## config.mk

```make
export PLATFORM = sky130hd
export DESIGN_NAME = phy_led_status
export DESIGN_NICKNAME = d
export VERILOG_FILES = /design/src/rtl/led_status_pkg.sv /design/src/rtl/led_link100_qual.sv /design/src/rtl/led_link10_mon.sv /design/src/rtl/led_act_stretch.sv /design/src/rtl/phy_led_status.sv
export SDC_FILE = /design/constraint.sdc
export NUM_CORES = 1
export LEC_CHECK = 0
export CORE_MARGIN = 2
export CORE_UTILIZATION = 50
export CTS_CLUSTER_SIZE = 28
export DETAILED_ROUTE_END_ITERATION = 8
export GPL_TIMING_DRIVEN = 0
export PLACE_DENSITY = 0.7
export SYNTH_ARGS = -nofsm -noshare
export SYNTH_HDL_FRONTEND = slang
export SYNTH_SLANG_ARGS = --single-unit
```

## constraint.sdc

```tcl
create_clock -name clk -period 2 [get_ports clk]
set_input_delay 0.4 -clock clk [delete_from_list [all_inputs] [get_ports clk]]
set_output_delay 0.4 -clock clk [all_outputs]
set_load 0.02 [all_outputs]
```

## src/rtl/led_status_pkg.sv

```systemverilog
// Package: shared types and width helper for the PHY status indicator.
// Assumes: counters are sized to hold values 0..n inclusive.
package led_status_pkg;

    typedef enum logic {
        LNK_DOWN = 1'b0,
        LNK_UP   = 1'b1
    } link_state_e;

    // Bits needed to hold the value n (at least one bit).
    function automatic int cnt_w(input int n);
        return (n < 2) ? 1 : $clog2(n + 1);
    endfunction

endpackage

```

## src/rtl/led_link100_qual.sv

```systemverilog
// Module: 100 Mb/s link qualifier.
// Raises the link once signal detect has stayed high for QUAL_TICKS timebase
// ticks. Drops the link combinationally when signal detect falls.
// Assumes: QUAL_TICKS >= 1; tick lasts one cycle.
module led_link100_qual
    import led_status_pkg::*;
#(
    parameter int QUAL_TICKS = 500
) (
    input  logic clk,
    input  logic rst_n,
    input  logic tick,
    input  logic sig_det,
    output logic link_ok
);
    localparam int QW = cnt_w(QUAL_TICKS);
    localparam logic [QW-1:0] Q_LAST = QW'(QUAL_TICKS - 1);

    logic [QW-1:0] qcnt;
    logic          qualified;

    // Count ticks of unbroken signal detect; latch qualified at the limit.
    always_ff @(posedge clk) begin
        if (!rst_n) begin
            qcnt      <= '0;
            qualified <= 1'b0;
        end else if (!sig_det) begin
            qcnt      <= '0;
            qualified <= 1'b0;
        end else if (tick && !qualified) begin
            if (qcnt == Q_LAST) begin
                qcnt      <= '0;
                qualified <= 1'b1;
            end else begin
                qcnt <= qcnt + 1'b1;
            end
        end
    end

    // Drop without a register stage when the detector falls.
    always_comb link_ok = qualified & sig_det;

    p_qual_on_tick_r2: assert property (@(posedge clk) disable iff (!rst_n)
        $rose(qualified) |-> $past(sig_det && tick));

    p_qcnt_bound_r2: assert property (@(posedge clk) disable iff (!rst_n)
        qcnt <= Q_LAST);

endmodule

```

## src/rtl/led_link10_mon.sv

```systemverilog
// Module: 10 Mb/s link monitor.
// While down, counts consecutive link pulses spaced no more than GAP_TICKS
// apart and raises the link at NEED_PULSES, or at once on a valid packet.
// While up, drops the link after LOSS_TICKS ticks with no pulse or packet.
// Assumes: NEED_PULSES >= 1, GAP_TICKS >= 1, LOSS_TICKS >= 1.
module led_link10_mon
    import led_status_pkg::*;
#(
    parameter int NEED_PULSES = 7,
    parameter int GAP_TICKS   = 24000,
    parameter int LOSS_TICKS  = 150000
) (
    input  logic clk,
    input  logic rst_n,
    input  logic tick,
    input  logic nlp,
    input  logic pkt,
    output logic link_up
);
    localparam int PW = cnt_w(NEED_PULSES);
    localparam int GW = cnt_w(GAP_TICKS);
    localparam int LW = cnt_w(LOSS_TICKS);
    localparam logic [PW-1:0] P_LAST = PW'(NEED_PULSES - 1);
    localparam logic [GW-1:0] G_MAX  = GW'(GAP_TICKS);
    localparam logic [LW-1:0] L_LAST = LW'(LOSS_TICKS - 1);

    link_state_e   st;
    logic [PW-1:0] pcnt;
    logic [GW-1:0] gcnt;
    logic [LW-1:0] lcnt;

    // Link state, consecutive-pulse run, gap timer and loss timer.
    always_ff @(posedge clk) begin
        if (!rst_n) begin
            st   <= LNK_DOWN;
            pcnt <= '0;
            gcnt <= '0;
            lcnt <= '0;
        end else begin
            case (st)
                LNK_DOWN: begin
                    lcnt <= '0;
                    if (pkt) begin
                        st   <= LNK_UP;
                        pcnt <= '0;
                        gcnt <= '0;
                    end else if (nlp) begin
                        gcnt <= '0;
                        if (pcnt == P_LAST) begin
                            st   <= LNK_UP;
                            pcnt <= '0;
                        end else begin
                            pcnt <= pcnt + 1'b1;
                        end
                    end else if (tick && pcnt != '0) begin
                        if (gcnt == G_MAX) begin
                            pcnt <= '0;
                            gcnt <= '0;
                        end else begin
                            gcnt <= gcnt + 1'b1;
                        end
                    end
                end
                default: begin
                    pcnt <= '0;
                    gcnt <= '0;
                    if (pkt || nlp) begin
                        lcnt <= '0;
                    end else if (tick) begin
                        if (lcnt == L_LAST) begin
                            st   <= LNK_DOWN;
                            lcnt <= '0;
                        end else begin
                            lcnt <= lcnt + 1'b1;
                        end
                    end
                end
            endcase
        end
    end

    always_comb link_up = (st == LNK_UP);

    p_up_has_cause_r4: assert property (@(posedge clk) disable iff (!rst_n)
        $rose(link_up) |-> $past(nlp || pkt));

    p_gap_clears_run_r5: assert property (@(posedge clk) disable iff (!rst_n)
        (!link_up && tick && !nlp && !pkt && pcnt != '0 && gcnt == G_MAX)
            |=> (pcnt == '0));

    p_pkt_links_r6: assert property (@(posedge clk) disable iff (!rst_n)
        pkt |=> link_up);

    p_loss_on_quiet_tick_r7: assert property (@(posedge clk) disable iff (!rst_n)
        $fell(link_up) |-> $past(tick && !nlp && !pkt));

    p_run_bound_r10: assert property (@(posedge clk) disable iff (!rst_n)
        pcnt <= P_LAST);

endmodule

```

## src/rtl/led_act_stretch.sv

```systemverilog
// Module: activity pulse stretcher.
// Each activity strobe reloads a hold counter. The lamp is lit while the
// counter is non-zero, and the counter falls by one per tick.
// Assumes: HOLD_TICKS >= 1.
module led_act_stretch
    import led_status_pkg::*;
#(
    parameter int HOLD_TICKS = 50000
) (
    input  logic clk,
    input  logic rst_n,
    input  logic tick,
    input  logic act,
    output logic lit
);
    localparam int HW = cnt_w(HOLD_TICKS);
    localparam logic [HW-1:0] H_LOAD = HW'(HOLD_TICKS);

    logic [HW-1:0] hcnt;

    // Reload on activity, otherwise count down on ticks.
    always_ff @(posedge clk) begin
        if (!rst_n) begin
            hcnt <= '0;
        end else if (act) begin
            hcnt <= H_LOAD;
        end else if (tick && hcnt != '0) begin
            hcnt <= hcnt - 1'b1;
        end
    end

    always_comb lit = (hcnt != '0);

    p_act_lights_r8: assert property (@(posedge clk) disable iff (!rst_n)
        act |=> lit);

    p_hold_ends_on_tick_r9: assert property (@(posedge clk) disable iff (!rst_n)
        $fell(lit) |-> $past(tick && !act));

endmodule

```

## src/rtl/phy_led_status.sv

```systemverilog
// Module: top of the PHY status indicator.
// Joins the 100 Mb/s qualifier, the 10 Mb/s monitor and the activity
// stretcher, and inverts their outputs to active-low lamp drives.
// Assumes: us_tick lasts one cycle; all strobes are synchronous to clk.
module phy_led_status #(
    parameter int QUAL_TICKS  = 500,
    parameter int NEED_PULSES = 7,
    parameter int GAP_TICKS   = 24000,
    parameter int LOSS_TICKS  = 150000,
    parameter int HOLD_TICKS  = 50000
) (
    input  logic clk,
    input  logic rst_n,
    input  logic us_tick,
    input  logic sig_det_100,
    input  logic nlp_strobe,
    input  logic pkt10_strobe,
    input  logic tx_act,
    input  logic rx_act,
    output logic led_act_n,
    output logic led_link100_n,
    output logic led_link10_n
);
    logic ok100;
    logic up10;
    logic act_lit;
    logic any_act;

    // Either direction counts as activity.
    always_comb any_act = tx_act | rx_act;

    led_link100_qual #(.QUAL_TICKS(QUAL_TICKS)) u_q100 (
        .clk(clk), .rst_n(rst_n), .tick(us_tick),
        .sig_det(sig_det_100), .link_ok(ok100)
    );

    led_link10_mon #(
        .NEED_PULSES(NEED_PULSES), .GAP_TICKS(GAP_TICKS), .LOSS_TICKS(LOSS_TICKS)
    ) u_m10 (
        .clk(clk), .rst_n(rst_n), .tick(us_tick),
        .nlp(nlp_strobe), .pkt(pkt10_strobe), .link_up(up10)
    );

    led_act_stretch #(.HOLD_TICKS(HOLD_TICKS)) u_act (
        .clk(clk), .rst_n(rst_n), .tick(us_tick),
        .act(any_act), .lit(act_lit)
    );

    // Active-low lamp drives.
    always_comb begin
        led_act_n     = ~act_lit;
        led_link100_n = ~ok100;
        led_link10_n  = ~up10;
    end

    p_reset_dark_r1: assert property (@(posedge clk) disable iff (!rst_n)
        $rose(rst_n) |-> (led_act_n && led_link100_n && led_link10_n));

    p_drop_now_r3: assert property (@(posedge clk) disable iff (!rst_n)
        !sig_det_100 |-> led_link100_n);

endmodule

```

==> impl_results.rst, run 1 <==
.. list-table::
   :header-rows: 1

   * - Metric
     - Value
   * - Crit path capture type
     - flip-flop
   * - RSZ-0062 raised after global routing
     - false
   * - Half-perimeter wire length of the detailed placement result
     - 4360 um
   * - Post-synthesis area per instance
     - 8.51 sq um
   * - Top flip-flop cell by instance count after synthesis
     - sky130_fd_sc_hd__dfxtp_1
   * - Library cell contributing the largest single delay on the critical path
     - sky130_fd_sc_hd__or4_1
   * - EDFF count, synth
     - 0
   * - Reg-to-reg endpoint
     - u_m10.lcnt[17]
   * - R2r startpoint
     - u_m10.lcnt[5]
   * - Layout cells sized above 1
     - 0.152
   * - Maximum net fanout on the critical path
     - 8
   * - Placeable core region
     - 5920 sq um
   * - Antenna violations before repair
     - 0
   * - Cells after Synth
     - 362
   * - Delay of the slowest critical-path stage
     - 0.52 ns
   * - Final worst path period share
     - 0.956
   * - Hold violation total from the final report
     - 0
   * - Reg2Reg Setup Slack
     - 0.09 ns
   * - Worst slew margin relative to its limit
     - 0.533
   * - Minimum clock period after layout
     - 1.91 ns
   * - Outcome
     - finished, final reports clean
   * - Least-Margin Pin Slew
     - 0.691 ns
   * - CTS tree
     - yes
   * - Class of the most critical hold timing path
     - in -> reg
   * - Clk_lat worst skew
     - 0.34 ns
   * - Standard-cell rows
     - 28
   * - Tot GR Track Use
     - 0.203
   * - MaxCap Viol Count
     - 0
   * - Die outline area
     - 6800 sq um
   * - Required time of the critical path
     - 2.27 ns
   * - Post-detailed-route DRC marker count
     - 0
   * - Starting utilization of the core area
     - 0.520
   * - Root cell of the clock tree
     - sky130_fd_sc_hd__clkbuf_8
   * - Fraction of registers with async set or reset after synthesis
     - 0
   * - Total power per unit cell area
     - 746 nW/um^2
   * - Arrival time worst endpoint
     - 2.18 ns
   * - Placement Setup Slack
     - -0.896 ns
   * - Sequential element share of the synthesized area
     - 0.409
   * - Number of clock sinks
     - 63
   * - Die Span X
     - 82.5 um
   * - Summed instance area of the synthesized netlist
     - 3080 sq um
   * - Share of total power consumed by net switching
     - 0.231
   * - Portion of total power attributed to the clock network
     - 0.462
   * - Diodes inserted
     - 0
   * - Largest net degree at the start of global routing
     - 12
   * - Endpoint of the most critical setup path
     - u_m10.lcnt[17]
   * - Count of routing violations after the opening detailed-route iteration
     - 142
   * - Total routed wirelength
     - 6660 um
   * - Clock transition time at the flip-flop clock pins of the worst setup and hold paths
     - 0.07 ns
   * - Power share of the sequential group
     - 0.471
   * - Total of buffers placed on input and output ports
     - 10
   * - Nature of the critical path startpoint
     - flip-flop
   * - Setup clock skew after layout
     - 0.00695 ns
   * - Post-synth net total
     - 375
   * - Number of I/O pins
     - 11
   * - Int Pwr
     - 2120 uW
   * - Total Nets Final
     - 403
   * - Top cell by count, worst path
     - sky130_fd_sc_hd__or4_1
   * - Distinct cell type count of the synthesized netlist
     - 54
   * - CTS HTree Levels
     - 3
   * - Sw Pwr
     - 638 uW
   * - Achievable frequency
     - 523 MHz
   * - Maximum clock insertion buffer count
     - 2
   * - Total clock buffers created by CTS
     - 9
   * - Count of state elements after synthesis
     - 63
   * - Number of warnings reported in the yosys synthesis log
     - 0
   * - Commonest non-fill, non-tap cell in the layout
     - sky130_fd_sc_hd__dfxtp_1
   * - Post-route ant nets
     - 0
   * - Crit path kind
     - reg -> reg
   * - Remaining global-route overflow
     - 0
   * - Final design instance area without fill
     - 3700 sq um
   * - Proportion of power drawn by combinational gates
     - 0.066
   * - Count of endpoints failing setup in the final report
     - 0
   * - Mean routed wirelength per cell
     - 14.2 um
   * - Global-route wire length before repair
     - 10500 um
   * - Placed Area
     - 3270 sq um
   * - Buffers and inverters on the worst path
     - 1
   * - Static leakage power
     - 0.00123 uW
   * - Critical path depth in cells
     - 5
   * - Per-cell via count in the routed design
     - 5.81
   * - Gpl congestion
     - 0.788
   * - Least setup slack across all paths after layout
     - 0.0875 ns
   * - Post-cts hold buffer count
     - 0
   * - Peak supply drop
     - 0.456 mV
   * - Commonest non-fill, non-tap cells in the layout
     - sky130_fd_sc_hd__dfxtp_1, sky130_fd_sc_hd__nor2_1, sky130_fd_sc_hd__nand2_1
   * - Cell class contributing the biggest share of worst-path delay
     - simple AND/OR/NAND/NOR gates
   * - Post-synthesis to final-layout area growth
     - 20.2%
   * - Vias in the first global route
     - 2435
   * - Die Y
     - 82.5 um
   * - Slew Viols, Final
     - 0
   * - Routed via count
     - 2731
   * - Cells along the critical path
     - nand4_2 > or4_1 > buf_2 > or4_1 > a21oi_1
   * - Cells on worst reg2reg path
     - 5
   * - Critical path origin
     - u_m10.lcnt[5]
   * - Pre-Repair DR Iteration Count
     - 4
   * - Setup Total Neg Slack
     - 0 ns
[power groups by stage]
| stage | Sequential [uW] | Combinational (uW) | Clock, uW |
|---|---|---|---|
| 2_1_floorplan | 1320 | 106 | 0 |
| 3_3_place_gp | 1320 | 150 | 0 |
| 3_5_place_dp | 1320 | 153 | 0 |
| 4_1_cts | 1300 | 174 | 1290 |
| 5_1_grt | 1300 | 200 | 1340 |
| 6_report | 1300 | 183 | 1280 |
[cells in the mapped netlist (4+ instances only)]
library cell               count  area (sq um)
sky130_fd_sc_hd__nor3_1        8          40.0
sky130_fd_sc_hd__and3_1        4          25.0
sky130_fd_sc_hd__xor2_1       14           123
sky130_fd_sc_hd__o21ai_0      15          75.1
sky130_fd_sc_hd__xnor2_1      11          96.3
sky130_fd_sc_hd__nand4_1      15          93.8
sky130_fd_sc_hd__nor3b_1       5          37.5
sky130_fd_sc_hd__a31oi_1       7          43.8
sky130_fd_sc_hd__nand2_1      26          97.6
sky130_fd_sc_hd__ha_1          5          62.6
sky130_fd_sc_hd__dfxtp_1      63          1260
sky130_fd_sc_hd__nand3_1      16          80.1
sky130_fd_sc_hd__inv_1        14          52.6
sky130_fd_sc_hd__or2_2         4          25.0
sky130_fd_sc_hd__o31ai_1       9          67.6
sky130_fd_sc_hd__clkbuf_1      4          15.0
sky130_fd_sc_hd__nor2_1       39           146
sky130_fd_sc_hd__nor4_1        8          50.1
sky130_fd_sc_hd__or3_1        11          68.8
sky130_fd_sc_hd__a21oi_1      24           120
sky130_fd_sc_hd__or4_1        12          90.1
[registers in the layout, indices dropped and copies added (netlist names)]
register,count
u_m10.link_up,1
u_m10.gcnt,15
u_q100.qualified,1
u_q100.qcnt,9
u_m10.lcnt,18
u_act.hcnt,16
u_m10.pcnt,3
[cells by family after synthesis]
kind of cell	share of synthesized area
fa+ha+maj	0.0203
simple gates	0.305
mux	0.0134
xor+xnor	0.0711
flops	0.409
compound gates	0.153
buf+inv	0.0280
[per-stage QoR]
stage | hold slack, ns | total power (uW) | cells | util
4_1_cts | 0.484 | 2760 | 468 | 0.612
3_3_place_gp | 0.463 | 1470 | 447 | 0.553
5_1_grt | 0.504 | 2850 | 470 | 0.625
6_report | 0.469 | 2760 | 470 | 0.625
3_5_place_dp | 0.472 | 1480 | 447 | 0.553
2_1_floorplan | 0.452 | 1420 | 362 | -
[metal layers]
metal | up-vias | global-route usage | part of all wire
met2 | 40 | 0.325 | 0.46
met3 | 11 | 0.0489 | 0.032
met4 | 0 | 0.100 | 0.019
met5 | - | 0 | 0
li1 | 1404 | - | -
met1 | 1276 | 0.255 | 0.48
[worst min path at each step]
stage | startpoint | depth (start not counted) | end
CTS | u_m10.gcnt[14] | 2 | u_m10.gcnt[14]
global placement | u_m10.lcnt[17] | 2 | u_m10.lcnt[17]
global route | rst_n | 2 | u_act.hcnt[8]
detailed placement | u_m10.gcnt[14] | 2 | u_m10.gcnt[14]
floorplan | u_m10.gcnt[14] | 2 | u_m10.gcnt[14]
finish | rst_n | 2 | u_act.hcnt[15]
[layout make-up]
| class | instances | area (sq um) |
|---|---|---|
| Inverter | 14 | 55.1 |
| Timing Repair Buffer | 18 | 163 |
| Multi-Input combinational cell | 277 | 1850 |
| Buffer | 7 | 42.5 |
| Tap cell | 75 | 93.8 |
| Fill cell | 503 | 2220 |
| Clock buffer | 11 | 151 |
| Clock inverter | 5 | 80.1 |
| Sequential cell | 63 | 1260 |
[repair_timing]
action	CTS	global route
setup buffers	5	3
pin swaps	3	1
resized for setup	24	15
setup endpoints to repair	47	38
hold endpoints to repair	0	0
(Power assumes the default switching activity.)
==> run 2: changes to the inputs <==
- CORE_UTILIZATION: 50 -> 55
- PLACE_DENSITY: 0.7 -> 0.76
==> run 2 against run 1 <==
Net effect:
- design area shrank 1.4%
- setup slack lost 0.019 ns
- sequential share of layout area grew 0.58 points
- fmax shrank 0.98%
- clock skew grew 0.0029 ns
- combinational power is essentially flat
- register-to-register slack lost 0.02 ns
- sequential cell count is the same
- clock-buffer cell count shrank 2
- critical path type unchanged
==> impl_results.rst, run 2 (synthesis gave the netlist of run 1 again) <==
.. list-table::
   :header-rows: 1

   * - Metric
     - Value
   * - Required time of the critical path
     - 2.26 ns (about the same)
   * - Vias in the first global route
     - 2472 (+1.5%)
   * - Antenna violations before repair
     - 0 (unchanged)
   * - Number of clock sinks
     - 63 (unchanged)
   * - Total clock buffers created by CTS
     - 9 (unchanged)
   * - Crit path kind
     - reg -> reg
   * - Total of buffers placed on input and output ports
     - 10 (unchanged)
   * - Portion of total power attributed to the clock network
     - 0.387 (-0.075)
   * - Routed via count
     - 2779 (+1.8%)
   * - Arrival time worst endpoint
     - 2.20 ns (+0.02 ns)
   * - Clk_lat worst skew
     - 0.34 ns (about the same)
   * - Count of routing violations after the opening detailed-route iteration
     - 124 (-13%)
   * - Layout cells sized above 1
     - 0.162 (+0.00972)
   * - Area taken by flip-flops and latches
     - 1270 sq um (+0.30%)
   * - Standard-cell rows
     - 27 (-3.6%)
   * - Hold violation total from the final report
     - 0 (unchanged)
   * - Die Span X
     - 78.8 um (-4.4%)
   * - Share of total power consumed by net switching
     - 0.259 (+0.0282)
   * - Power share of the sequential group
     - 0.538 (+0.067)
   * - Global-route wire length before repair
     - 10900 um (+2.9%)
   * - Half-perimeter wire length of the detailed placement result
     - 4320 um (-1.0%)
   * - Post-detailed-route DRC marker count
     - 0 (unchanged)
   * - Sw Pwr
     - 628 uW (-1.6%)
   * - Post-synthesis to final-layout area growth
     - 18.5%
   * - Diodes inserted
     - 0 (unchanged)
   * - Cell count after placement
     - 444 (-0.67%)
   * - Maximum net fanout on the critical path
     - 8 (unchanged)
   * - Class of the most critical hold timing path
     - in -> reg
   * - Post-route ant nets
     - 0 (unchanged)
   * - CTS tree
     - yes
   * - Minimum clock period after layout
     - 1.93 ns (+0.0189 ns)
   * - Non-filler cells, final
     - 468 (-0.43%)
   * - Mean routed wirelength per cell
     - 14.1 um (-0.51%)
   * - Starting utilization of the core area
     - 0.563 (+0.0426)
   * - Worst hold slack
     - 0.473 ns (+0.00431 ns)
   * - Commonest non-fill, non-tap cell in the layout
     - sky130_fd_sc_hd__dfxtp_1
   * - Post-cts hold buffer count
     - 0 (unchanged)
   * - Peak supply drop
     - 0.309 mV (-32%)
   * - Largest net degree at the start of global routing
     - 12 (unchanged)
   * - Max reg flops
     - 18 (unchanged)
   * - Achievable frequency
     - 518 MHz (-0.98%)
   * - Crit path capture type
     - flip-flop
   * - Tot GR Track Use
     - 0.217 (+0.0136)
   * - Filler Cell Count
     - 456 (-9.3%)
   * - Root cell of the clock tree
     - sky130_fd_sc_hd__clkbuf_8
   * - Total power per unit cell area
     - 664 nW/um^2 (-11%)
   * - Setup clock skew after layout
     - 0.00985 ns (+0.00290 ns)
   * - Die outline area
     - 6220 sq um (-8.7%)
   * - Worst slew margin relative to its limit
     - 0.450 (-0.0838)
   * - Setup Total Neg Slack
     - 0 ns (unchanged)
   * - Least-Margin Pin Slew
     - 0.815 ns (+0.124 ns)
   * - Total routed wirelength
     - 6600 um (-0.93%)
   * - Per-cell via count in the routed design
     - 5.94 (+2.2%)
   * - Pre-Repair DR Iteration Count
     - 4 (unchanged)
   * - Gpl congestion
     - 0.808 (+2.6%)
   * - Placeable core region
     - 5470 sq um (-7.6%)
   * - Int Pwr
     - 1790 uW (-16%)
   * - Number of I/O pins
     - 11 (unchanged)
   * - Top reg by flops
     - u_m10.lcnt
   * - MaxCap Viol Count
     - 0 (unchanged)
   * - Total Nets Final
     - 404 (+0.25%)
   * - Maximum clock insertion buffer count
     - 2 (unchanged)
   * - Nature of the critical path startpoint
     - flip-flop
   * - Remaining global-route overflow
     - 0 (unchanged)
   * - Commonest non-fill, non-tap cells in the layout
     - sky130_fd_sc_hd__dfxtp_1, sky130_fd_sc_hd__nor2_1, sky130_fd_sc_hd__nand2_1
   * - Biggest regs
     - u_m10.lcnt (18), u_act.hcnt (16), u_m10.gcnt (15)
   * - Static leakage power
     - 0.00120 uW (-2.7%)
   * - Clock transition time at the flip-flop clock pins of the worst setup and hold paths
     - 0.08 ns (about the same)
   * - Proportion of power drawn by combinational gates
     - 0.075 (+0.009)
   * - Slew Viols, Final
     - 0 (unchanged)
   * - Count of endpoints failing setup in the final report
     - 0 (unchanged)
   * - Final worst path period share
     - 0.966 (+0.00947)
   * - Outcome
     - finished, final reports clean
   * - CTS HTree Levels
     - 3 (unchanged)
   * - Multi-input gate area
     - 1870 sq um (+0.68%)
   * - Die Y
     - 78.8 um (-4.4%)
[run 2: cell types whose count changed in the layout (fill, tap and decap cells not counted), moves of 2 or more]
| cell | before | now |
|---|---|---|
| sky130_fd_sc_hd__clkbuf_8 | 11 | 9 |
| sky130_fd_sc_hd__dfxtp_1 | 61 | 58 |
| sky130_fd_sc_hd__bufinv_16 | 2 | 0 |
| sky130_fd_sc_hd__clkinv_2 | 1 | 5 |
| sky130_fd_sc_hd__dfxtp_2 | 2 | 5 |
[run 2: critical path, stage by stage (launching register included)]
cell,delay [ns]
sky130_fd_sc_hd__dfxtp_1,0.46
sky130_fd_sc_hd__nand4_1,0.16
sky130_fd_sc_hd__or4_1,0.43
sky130_fd_sc_hd__buf_2,0.18
sky130_fd_sc_hd__or4_1,0.47
sky130_fd_sc_hd__a21oi_1,0.15
[run 2: power by group through the flow]
stage / logic (uW) / clock network, uW / registers [uW]
finish: 182 / 938 / 1300
global route: 201 / 1020 / 1310
CTS: 168 / 950 / 1300
detailed placement: 150 / 0 / 1320
global placement: 149 / 0 / 1320
floorplan: 106 / 0 / 1320
[run 2: cell type report]
class                   instances  area share
repair buffers                 18      0.0456
multi-input cells             277       0.511
plain buffers                   8      0.0117
flip-flops and latches         63       0.347
clock inverters                 7      0.0110
inverters                      14      0.0151
well taps                      72      0.0247
clock buffers                   9      0.0339
[run 2: metrics by stage]
step / area (sq um) / utilization / setup slack [ns] / power [uW]
detailed placement: 3270 / 0.598 / -0.831 / 1470
global placement: 3270 / 0.598 / -0.831 / 1470
CTS: 3550 / 0.648 / 0.00574 / 2410
floorplan: 3080 / - / 0.0210 / 1420
finish: 3650 / 0.667 / 0.0686 / 2420
global route: 3650 / 0.667 / -0.0135 / 2520
[run 2: what timing repair did]
action / in CTS / in global routing
resized for setup: 23 / 21
buffers inserted: 4 / 4
endpoints found under the setup margin: 47 / 40
pin swaps: 2 / 3
[run 2: per-layer routing]
metal	part of all wire	track usage	vias up
li1	-	-	1413
met1	0.50	0.284	1313
met2	0.46	0.342	44
met3	0.025	0.0352	9
met4	0.014	0.119	0
met5	0	0	-
[run 2: worst paths after layout]
kind             startpoint             end  slack [ns]  cells past startpoint
max           u_m10.lcnt[4]  u_m10.lcnt[17]        0.07                      5
min                   rst_n   u_act.hcnt[8]        0.47                      2
max reg2reg   u_m10.lcnt[4]  u_m10.lcnt[17]        0.07                      5
min reg2reg  u_m10.lcnt[16]  u_m10.lcnt[16]        0.49                      2
==> run 3: changes to the inputs <==
- REMOVE_ABC_BUFFERS: default -> 1
==> run 3 against run 2 <==
Net effect:
- worst hold slack better by 0.016 ns
- non-clock buffer count down 11
- die area did not move
- critical path type is now reg -> out
==> impl_results.rst, run 3 (synthesis gave the netlist of run 1 again) <==
.. list-table::
   :header-rows: 1

   * - Metric
     - Value
   * - Starting utilization of the core area
     - 0.563 (unchanged)
   * - Crit path capture type
     - primary output
   * - Total Nets Final
     - 393 (-2.7%)
   * - Int Pwr
     - 1960 uW (+9.3%)
   * - Peak supply drop
     - 0.398 mV (+29%)
   * - Total power per unit cell area
     - 714 nW/um^2 (+7.6%)
   * - Number of I/O pins
     - 11 (unchanged)
   * - Routed length on met3
     - 192 um (+16%)
   * - Maximum clock insertion buffer count
     - 2 (unchanged)
   * - Placeable core region
     - 5470 sq um (unchanged)
   * - Tot GR Track Use
     - 0.217 (+0.000715)
   * - Portion of total power attributed to the clock network
     - 0.420 (+0.033)
   * - CTS tree
     - yes
   * - Least setup slack across all paths after layout
     - 0.0915 ns (+0.0230 ns)
   * - Minimum clock period after layout
     - 1.91 ns (-0.0230 ns)
   * - Sw Pwr
     - 592 uW (-5.7%)
   * - Least-Margin Pin Slew
     - 0.776 ns (-0.0388 ns)
   * - Proportion of power drawn by combinational gates
     - 0.070 (-0.005)
   * - Worst slew margin relative to its limit
     - 0.476 (+0.0262)
   * - Post-cts hold buffer count
     - 0 (unchanged)
   * - Total of buffers placed on input and output ports
     - 10 (unchanged)
   * - Post-route ant nets
     - 0 (unchanged)
   * - Gpl congestion
     - 0.803 (-0.72%)
   * - Arrival time worst endpoint
     - 1.51 ns (-0.69 ns)
   * - Reg2Reg Setup Slack
     - 0.13 ns (+0.06 ns)
   * - Max reg flops
     - 18 (unchanged)
   * - Achievable frequency
     - 524 MHz (+1.2%)
   * - CTS HTree Levels
     - 3 (unchanged)
   * - Placement Setup Slack
     - -1.18 ns (-0.349 ns)
   * - Delay of the slowest critical-path stage
     - 0.35 ns (-0.12 ns)
   * - Pre-Repair DR Iteration Count
     - 4 (unchanged)
   * - Top sig layer
     - met4
   * - Layout cells sized above 1
     - 0.125 (-0.0369)
   * - Vias in the first global route
     - 2542 (+2.8%)
   * - Setup clock skew after layout
     - 0.00817 ns (-0.00168 ns)
   * - Required time of the critical path
     - 1.60 ns (-0.66 ns)
   * - Global-route wire length before repair
     - 10800 um (-0.31%)
   * - Count of routing violations after the opening detailed-route iteration
     - 163 (+31%)
   * - Cells along the critical path
     - inv_2 > ha_4 > nor3b_4 > nand4_4 > inv_4 > buf_4
   * - Largest net degree at the start of global routing
     - 23 (+11)
   * - Class of the most critical hold timing path
     - reg -> reg
   * - Slew Viols, Final
     - 0 (unchanged)
   * - Power share of the sequential group
     - 0.510 (-0.028)
   * - Root cell of the clock tree
     - sky130_fd_sc_hd__clkbuf_8
   * - Library cell contributing the largest single delay on the critical path
     - sky130_fd_sc_hd__dfxtp_1
   * - Met2 routed WL
     - 2930 um (-3.8%)
   * - Total clock buffers created by CTS
     - 9 (unchanged)
   * - Commonest non-fill, non-tap cells in the layout
     - sky130_fd_sc_hd__dfxtp_1, sky130_fd_sc_hd__nor2_1, sky130_fd_sc_hd__nand2_1
   * - Count of endpoints failing setup in the final report
     - 0 (unchanged)
   * - Hold violation total from the final report
     - 0 (unchanged)
   * - Clock transition time at the flip-flop clock pins of the worst setup and hold paths
     - 0.07 ns (about the same)
   * - Post-synthesis to final-layout area growth
     - 16.1%
   * - Die outline area
     - 6220 sq um (unchanged)
   * - Biggest regs
     - u_m10.lcnt (18), u_act.hcnt (16), u_m10.gcnt (15)
   * - Diodes inserted
     - 0 (unchanged)
   * - Number of clock sinks
     - 63 (unchanged)
   * - Static leakage power
     - 0.00116 uW (-3.2%)
   * - Crit path kind
     - reg -> out
   * - Maximum net fanout on the critical path
     - 5 (-3)
   * - Nature of the critical path startpoint
     - flip-flop
   * - Half-perimeter wire length of the detailed placement result
     - 4090 um (-5.4%)
   * - Total routed wirelength
     - 6310 um (-4.5%)
   * - Outcome
     - finished, final reports clean
   * - Remaining global-route overflow
     - 0 (unchanged)
   * - Per-cell via count in the routed design
     - 5.97 (+0.56%)
   * - Clk_lat worst skew
     - 0.34 ns (about the same)
   * - Top reg by flops
     - u_m10.lcnt
   * - Worst hold slack
     - 0.489 ns (+0.0164 ns)
   * - DRT met1 WL
     - 3030 um (-8.0%)
   * - Final worst path period share
     - 0.954 (-0.0115)
   * - Die Y
     - 78.8 um (unchanged)
   * - Commonest non-fill, non-tap cell in the layout
     - sky130_fd_sc_hd__dfxtp_1
   * - Post-detailed-route DRC marker count
     - 0 (unchanged)
   * - Mean routed wirelength per cell
     - 13.8 um (-2.2%)
   * - Routed via count
     - 2729 (-1.8%)
   * - Share of total power consumed by net switching
     - 0.232 (-0.0273)
   * - Die Span X
     - 78.8 um (unchanged)
   * - MaxCap Viol Count
     - 0 (unchanged)
   * - Standard-cell rows
     - 27 (unchanged)
   * - Antenna violations before repair
     - 0 (unchanged)
==> run 3: repair_timing <==
action                                 4_1_cts  5_1_grt
gates resized for setup                     24       11
setup endpoints to repair                   59       11
pin swaps                                    1        1
endpoints found under the hold margin        0        0
setup buffers                                3        2
==> run 3: path summary, 6_finish.rpt <==
| path | from | endpoint | cells after the start |
|---|---|---|---|
| max | u_act.hcnt[1] | led_act_n | 6 |
| min reg2reg | u_m10.lcnt[17] | u_m10.lcnt[17] | 2 |
| max reg2reg | u_act.hcnt[1] | u_act.hcnt[9] | 8 |
| min | u_m10.lcnt[17] | u_m10.lcnt[17] | 2 |
==> run 3: layout make-up <==
type,instances,area [sq um]
inverter,14,57.6
fill,449,1900
sequential,63,1260
multi-input combinational,277,1840
clock inverter,3,42.5
tap,72,90.1
clock buffer,13,149
timing repair buffer,15,133
==> run 3: power by group through the flow <==
stage	combinational [uW]	sequential, uW	clock [uW]
4_1_cts	165	1300	1100
5_1_grt	197	1300	1150
6_report	179	1300	1070
3_5_place_dp	149	1320	0
2_1_floorplan	98.0	1320	0
3_3_place_gp	145	1320	0
==> run 3: per-layer routing <==
metal,up-vias,global-route usage
met4,0,0.122
met5,-,0
met2,54,0.362
met1,1286,0.266
met3,12,0.0386
li1,1377,-
==> run 3: through the flow <==
step                area [sq um]  TNS [ns]   util  total power, uW  std cells
global placement            3240    -47.76  0.591             1470        436
CTS                         3510         0  0.641             2560        455
global route                3580  -0.00149  0.654             2650        457
detailed placement          3240    -51.66  0.591             1470        436
floorplan                   3050         0      -             1410        354
finish                      3580         0  0.654             2550        457
==> run 3: worst max-delay path: cells and delay by family (launching register included) <==
kind	cells	cell delay [ns]
adders and majority gates	1	0.13
buffers and inverters	3	0.30
DFF	1	0.35
and+or+nand+nor	2	0.39
